===== src/rtl/tivg_pkg.sv =====
package tivg_pkg;
  localparam int VEC_W  = 16;
  localparam int CODE_W = 4;
  localparam int MAX_SHARED = 7;

  // Code for shared flag index idx (channel idx+1): twice the channel number.
  function automatic logic [CODE_W-1:0] chan_code(input int idx);
    return CODE_W'((idx + 1) * 2);
  endfunction
endpackage


===== src/rtl/tivg_flag_bank.sv =====
module tivg_flag_bank #(
  parameter int WIDTH = 1
) (
  input  logic             clk,
  input  logic             rst_n,
  input  logic [WIDTH-1:0] set_i,
  input  logic [WIDTH-1:0] clr_i,
  output logic [WIDTH-1:0] flag_o
);
  for (genvar g = 0; g < WIDTH; g++) begin : g_flag
    always_ff @(posedge clk or negedge rst_n) begin
      if (!rst_n)           flag_o[g] <= 1'b0;
      else if (set_i[g])    flag_o[g] <= 1'b1;   // set beats clear
      else if (clr_i[g])    flag_o[g] <= 1'b0;
    end
  end
endmodule


===== src/rtl/tivg_prio_enc.sv =====
module tivg_prio_enc
  import tivg_pkg::*;
#(
  parameter int WIDTH = 6
) (
  input  logic [WIDTH-1:0]  req_i,
  output logic [CODE_W-1:0] code_o,
  output logic [WIDTH-1:0]  sel_o
);
  always_comb begin
    code_o = '0;
    sel_o  = '0;
    // Walk downwards so the lowest index is the one that remains.
    for (int i = WIDTH - 1; i >= 0; i--) begin
      if (req_i[i]) begin
        code_o   = chan_code(i);
        sel_o    = '0;
        sel_o[i] = 1'b1;
      end
    end
  end
endmodule


===== src/rtl/tivg_top.sv =====
module tivg_top
  import tivg_pkg::*;
#(
  parameter int NUM_SHARED = 6
) (
  input  logic                  clk,
  input  logic                  rst_n,
  input  logic                  ch0_set_i,
  input  logic                  ch0_en_i,
  input  logic                  ch0_ack_i,
  input  logic [NUM_SHARED-1:0] sh_set_i,
  input  logic [NUM_SHARED-1:0] sh_en_i,
  input  logic                  sh_clr_we_i,
  input  logic [NUM_SHARED-1:0] sh_clr_mask_i,
  input  logic                  vec_rd_i,
  input  logic                  vec_wr_i,
  output logic [VEC_W-1:0]      vec_o,
  output logic                  ch0_flag_o,
  output logic [NUM_SHARED-1:0] sh_flag_o,
  output logic                  ch0_irq_o,
  output logic                  sh_irq_o
);
  localparam int PAD_W = VEC_W - CODE_W;

  if (NUM_SHARED < 1 || NUM_SHARED > MAX_SHARED) begin : g_bad_param
    $error("NUM_SHARED must lie in 1..7 to fit the code field");
  end

  logic [NUM_SHARED-1:0] sh_live;
  logic [NUM_SHARED-1:0] sh_sel;
  logic [NUM_SHARED-1:0] sh_clr;
  logic [CODE_W-1:0]     code;
  logic                  vec_access;

  // Dedicated channel: acknowledge auto-clears.
  tivg_flag_bank #(.WIDTH(1)) u_ch0_flag (
    .clk    (clk),
    .rst_n  (rst_n),
    .set_i  (ch0_set_i),
    .clr_i  (ch0_ack_i),
    .flag_o (ch0_flag_o)
  );

  assign ch0_irq_o = ch0_flag_o & ch0_en_i;

  // Shared channels.
  assign sh_live    = sh_flag_o & sh_en_i;
  assign vec_access = vec_rd_i | vec_wr_i;

  tivg_prio_enc #(.WIDTH(NUM_SHARED)) u_prio (
    .req_i  (sh_live),
    .code_o (code),
    .sel_o  (sh_sel)
  );

  always_comb begin
    sh_clr = '0;
    if (vec_access)  sh_clr = sh_clr | sh_sel;
    if (sh_clr_we_i) sh_clr = sh_clr | sh_clr_mask_i;
  end

  tivg_flag_bank #(.WIDTH(NUM_SHARED)) u_sh_flags (
    .clk    (clk),
    .rst_n  (rst_n),
    .set_i  (sh_set_i),
    .clr_i  (sh_clr),
    .flag_o (sh_flag_o)
  );

  assign sh_irq_o = |sh_live;
  assign vec_o    = {{PAD_W{1'b0}}, code};
endmodule


===== config.mk =====
export PLATFORM = sky130hd
export DESIGN_NAME = tivg_top
export DESIGN_NICKNAME = d
export VERILOG_FILES = /design/src/rtl/tivg_pkg.sv /design/src/rtl/tivg_flag_bank.sv /design/src/rtl/tivg_prio_enc.sv /design/src/rtl/tivg_top.sv
export SDC_FILE = /design/constraint.sdc
export NUM_CORES = 1
export LEC_CHECK = 0
export ABC_AREA = 1
export BUFFER_PORTS_ARGS = -buffer_cell sky130_fd_sc_hd__clkbuf_2
export CORE_MARGIN = 1
export CORE_UTILIZATION = 34
export DETAILED_ROUTE_END_ITERATION = 7
export PLACE_DENSITY = 0.85
export SLEW_MARGIN = 20
export SYNTH_ARGS = -nofsm -noshare
export SYNTH_HDL_FRONTEND = slang
export SYNTH_HIERARCHICAL = 1
export SYNTH_SLANG_ARGS = --single-unit

===== constraint.sdc =====
create_clock -name clk -period 1 [get_ports clk]
set_input_delay 0.1 -clock clk [delete_from_list [all_inputs] [get_ports clk]]
set_output_delay 0.1 -clock clk [all_outputs]
set_load 0.01 [all_outputs]

* Word level (Yosys, flattened, before mapping)
Cells that the tools add are included.
Word-level totals: word-level logic and storage cells 47, register bits after elaboration 7, output and inout bits 25, bits of input ports 26
Cells by class: bitwise logic cells 4, reductions and logical operators 8, mux-type cells 28
Operators with widths (number):
- two-way mux 6 bit | 8
- two-way mux 4 bit | 6
- two-way mux 1 bit | 14
- nonzero test 2 bit | 7
- AND 6 bit | 1
- bitwise OR 6 bit | 1
- OR reduction 6 bit | 1
- AND 1 bit | 1
- bitwise OR 1 bit | 1

* Logic depth before layout (Yosys ltp)
word-level depth 12, depth in mapped cells 10, depth with buffers taken out 10

* Hierarchy
Netlist, hierarchy kept.
By module, submodules not included:
- tivg_top | times used 1, cells each 53, area an instance 247.7 um^2, seq. area each 0.0 um^2
- tivg_flag_bank (u_sh_flags) | times used 1, cells each 30, area an instance 240.2 um^2, seq. area each 150.1 um^2
- tivg_prio_enc | times used 1, cells each 22, area an instance 102.6 um^2, seq. area each 0.0 um^2
- tivg_flag_bank (u_ch0_flag) | times used 1, cells each 5, area an instance 40.0 um^2, seq. area each 25.0 um^2

* Worst setup path before layout
OpenSTA, ideal clock, no wires.
path type register -> register, start point register u_sh_flags.flag_o[0], end point register u_sh_flags.flag_o[3], path buffers 0, required time 0.883 ns, slack -0.170 ns, arrival 1.053 ns, setup time 0.117 ns, cell stages (with the launch flop) 11, clock period less this slack 1.170 ns, cells stage by stage dfrtp_1 > nand2_1 > inv_1 > nor2_2 > nand2_2 > nor2_1 > nand2_1 > nand2_1 > inv_1 > nand2_1 > nand2_1
Between the ends: word-level cells in the longest chain between the ends 6
RTL lines:
- from (decl) | RTL line tivg_flag_bank.sv:8 | output logic [WIDTH-1:0] flag_o
- from (signal, indexed assignment) | RTL line tivg_flag_bank.sv:12 | if (!rst_n) flag_o[g] <= 1'b0;
- from (signal, indexed assignment) | RTL line tivg_flag_bank.sv:13 | else if (set_i[g]) flag_o[g] <= 1'b1;
- from (signal, indexed assignment) | RTL line tivg_flag_bank.sv:14 | else if (clr_i[g]) flag_o[g] <= 1'b0;
- AND 6 bit * | RTL line tivg_top.sv:47 | assign sh_live = sh_flag_o & sh_en_i;
- named net sh_live[0] | RTL line tivg_top.sv:29 | logic [NUM_SHARED-1:0] sh_live;
- two-way mux 6 bit * | RTL line tivg_prio_enc.sv:15 | if (req_i[i]) begin
- named net sh_sel[3] | RTL line tivg_top.sv:30 | logic [NUM_SHARED-1:0] sh_sel;
- two-way mux 6 bit * | RTL line tivg_top.sv:58 | if (vec_access) sh_clr = sh_clr | sh_sel;
- bitwise OR 6 bit | RTL line tivg_top.sv:59 | if (sh_clr_we_i) sh_clr = sh_clr | sh_clr_mask_i;
- two-way mux 6 bit * | RTL line tivg_top.sv:59
- named net sh_clr[3] | RTL line tivg_top.sv:31 | logic [NUM_SHARED-1:0] sh_clr;
- nonzero test 2 bit (no line) *
The timed path passes the listed nets; every way through them passes the cells marked *. A chain may end at the register's enable or synchronous reset.

* Worst setup path after layout
start point register u_sh_flags.flag_o[0], end point output sh_irq_o
Between the ends: word-level cells in the longest chain between the ends 2
RTL lines:
- AND 6 bit | RTL line tivg_top.sv:47
- OR reduction 6 bit | RTL line tivg_top.sv:70 | assign sh_irq_o = |sh_live;
- to (decl) | RTL line tivg_top.sv:21 | output logic sh_irq_o
No other way between the ends.

==> metrics.md <==
| Metric | Value |
|---|---|
| I/O Buffers | `37` |
| Global-route wire length before repair | `around 2700 µm` |
| Starting Density | `0.365` |
| Syn Inst Count | `110` |
| Peak supply drop | `0.000782 V` |
| Critical Path Source Type | `register` |
| Share of cells above drive strength 1 | `0.470` |
| Total GRT Usage | `0.179` |
| Antenna violations before repair | `0` |
| R2r startpoint | `u_sh_flags/flag_o[0]$_DFFE_PN0P_` |
| Worst Path Class, Setup | `register to output pin` |
| Root buf cell | `clkbuf_4` |
| Family with the most delay on the worst path | `flip-flops` |
| Average size of a mapped cell | `around 5.7 µm²` |
| Setup WS pre-CTS | `-0.187 ns` |
| Setup violators final | `13` |
| Max Buffers Root-to-Sink | `2` |
| Worst skew pair latency | `0.25 ns` |
| PD cells | `about 1000 mW/mm²` |
| Vias after detailed routing | `811` |
| Die area | `0.00203 mm²` |
| Drt first-iter violations | `19` |
| Yosys warns | `6` |
| Synthesized cell area | `between 600 and 700 µm²` |
| CTS H-tree lvls | `1` |
| Final Max Slew Viols | `0` |
| Final worst slack | `-0.392 ns` |
| Power Total | `1080 µW` |
| Die X | `~45 µm` |
| Num Clock Sinks | `7` |
| Antenna cells | `0` |
| Antenna-violating nets left | `0` |
| Worst Hold Class | `input pin to register` |
| CTS tree | `built` |
| Slowest cell on the critical path | `dfrtp_1` |
| Most common cell on crit path | `nand2_1` |
| Routed wire length per instance | `about 10 µm` |
| Largest stage delay, worst path | `~0.42 ns` |
| Fin cells | `189` |
| # placed instances | `178` |
| CTS Buf Count | `3` |
| Placement Rows | `15` |
| GRT overflow | `0` |
| Final hold vios | `0` |
| Post-route minimum period | `around 1.4 ns` |
| # DRC | `0` |
| Most frequent cells in the layout | `nand2_1 (39), clkbuf_2 (29), inv_1 (20), conb_1 (13), buf_6 (12)` |
| Failing checks | `negative setup slack` |
| Synth Register Bits | `7` |
| Finished Cell Area | `0.00105 mm²` |
| Crit-path max FO | `2` |
| Peak Freq | `approximately 720 MHz` |
| Vias per inst | `roughly 4.3` |
| Placed Area | `roughly 850 µm²` |
| DR pass1 iterations | `4` |
| Leak | `between 0.0006 and 0.0007 µW` |
| I/O pin count | `around 50` |
| P&R area growth vs syn | `66.1%` |
| Detailed placement HPWL | `roughly 1300 µm` |
| Commonest non-fill, non-tap cell in the layout | `nand2_1` |
| CP endpoint kind | `output pin` |
| Clock transition at path regs | `0.06 ns` |
| Worst Hold Launch | `sh_set_i[5]` |
| CORE AREA | `0.00173 mm²` |
| Clock Skew | `about 0.0043 ns` |
| Worst-path cell chain | `nand2_2 -> buf_4 -> nand2_1 -> nor2_1 -> nand2_1 -> buf_2` |
| Period utilization | `1.39` |
| Worst Path Arrival | `about 1.3 ns` |
| Seq/Total Area, Yosys | `0.278` |
| Die height | `about 45 µm` |
| Number of max-cap violations | `0` |
| Final wirelength | `approximately 2000 µm` |
| Largest net degree at the start of global routing | `8` |
| Netlist cell types | `12` |
| RSZ-0062 raised after global routing | `yes` |
| NumNets Final | `between 150 and 200` |
| GP Congestion | `0.779` |
| Status | `finished with violations` |
| Required time of the critical path | `0.90 ns` |
| Worst setup path startpoint | `u_sh_flags/flag_o[0]$_DFFE_PN0P_` |
| Number of global-route vias before repair | `~700` |
| CP bufs+invs | `2` |
| WHS | `~0.031 ns` |
==> state kept, by name, indices dropped and copies added (netlist names) <==
signal,flops
u_ch0_flag/flag_o,1
u_sh_flags/flag_o,6
==> cell type report <==
type | instances | area [µm²]
multi-input cells | 74 | 340
fillers | 149 | 679
clock buffers | 4 | 26.3
well taps | 25 | 31.3
flip-flops and latches | 7 | 175
inverters | 25 | 101
repair buffers | 54 | 373
==> per-layer routing <==
layer  global-route usage  vias to the layer above  share of wire
li1                     -                      389              -
met1                0.191                      358           0.35
met2                0.330                       54           0.52
met3               0.0400                       10          0.074
met4               0.0848                        0          0.047
met5                    0                        -              0
==> final timing paths <==
path	to	slack, ns	cells after the start
worst max-delay path	sh_irq_o	-0.39	6
worst min-delay path	u_sh_flags/flag_o[5]$_DFFE_PN0P_	0.03	3
worst max register to register	u_sh_flags/flag_o[3]$_DFFE_PN0P_	-0.35	11
worst min register to register	u_ch0_flag/flag_o$_DFFE_PN0P_	0.52	2
max in group asynchronous	u_sh_flags/flag_o[5]$_DFFE_PN0P_	0.61	2
min in group asynchronous	u_sh_flags/flag_o[1]$_DFFE_PN0P_	0.22	2
==> stage by stage <==
step                 util  TNS, ns
global route        0.607    -3.94
CTS                 0.545    -2.26
finish              0.607    -3.15
global placement    0.494   -0.681
detailed placement  0.494    -1.02
floorplan               -   -0.482
==> cell families after synthesis <==
| group | synth area share |
|---|---|
| other | 0.0119 |
| AOI/OAI and AO/OA | 0.0159 |
| and+or+nand+nor | 0.371 |
| buffers and inverters | 0.323 |
| DFF | 0.278 |
==> cell usage after synthesis <==
library cell / n / share of area
a21oi_1: 2 / 0.016
nand2_2: 1 / 0.0099
or2_1: 1 / 0.0099
dfrtp_1: 7 / 0.28
nor2_2: 2 / 0.020
buf_2: 1 / 0.0079
nand2_1: 45 / 0.27
conb_1: 2 / 0.012
nor3_1: 2 / 0.016
nor2_1: 8 / 0.048
buf_4: 14 / 0.17
inv_1: 25 / 0.15
==> worst min-delay path: cells and delay by family <==
family	cells	cell delay (ns)
and+or+nand+nor	1	0.05
buffers and inverters	2	0.10
==> timing repair <==
| action | CTS | global route |
|---|---|---|
| resized for setup | 8 | 33 |
| buffers inserted | 4 | 4 |
| endpoints found under the hold margin | 7 | 0 |
| pin swaps | 8 | 12 |
| hold buffers | 1 | 0 |
| endpoints found under the setup margin | 9 | 17 |
==> power by group <==
group | switching, µW | internal [µW]
registers | 21.4 | 307
logic | 252 | 235
clock network | 115 | 153
total | 389 | 695
Power figures use the tool's default switching activity.
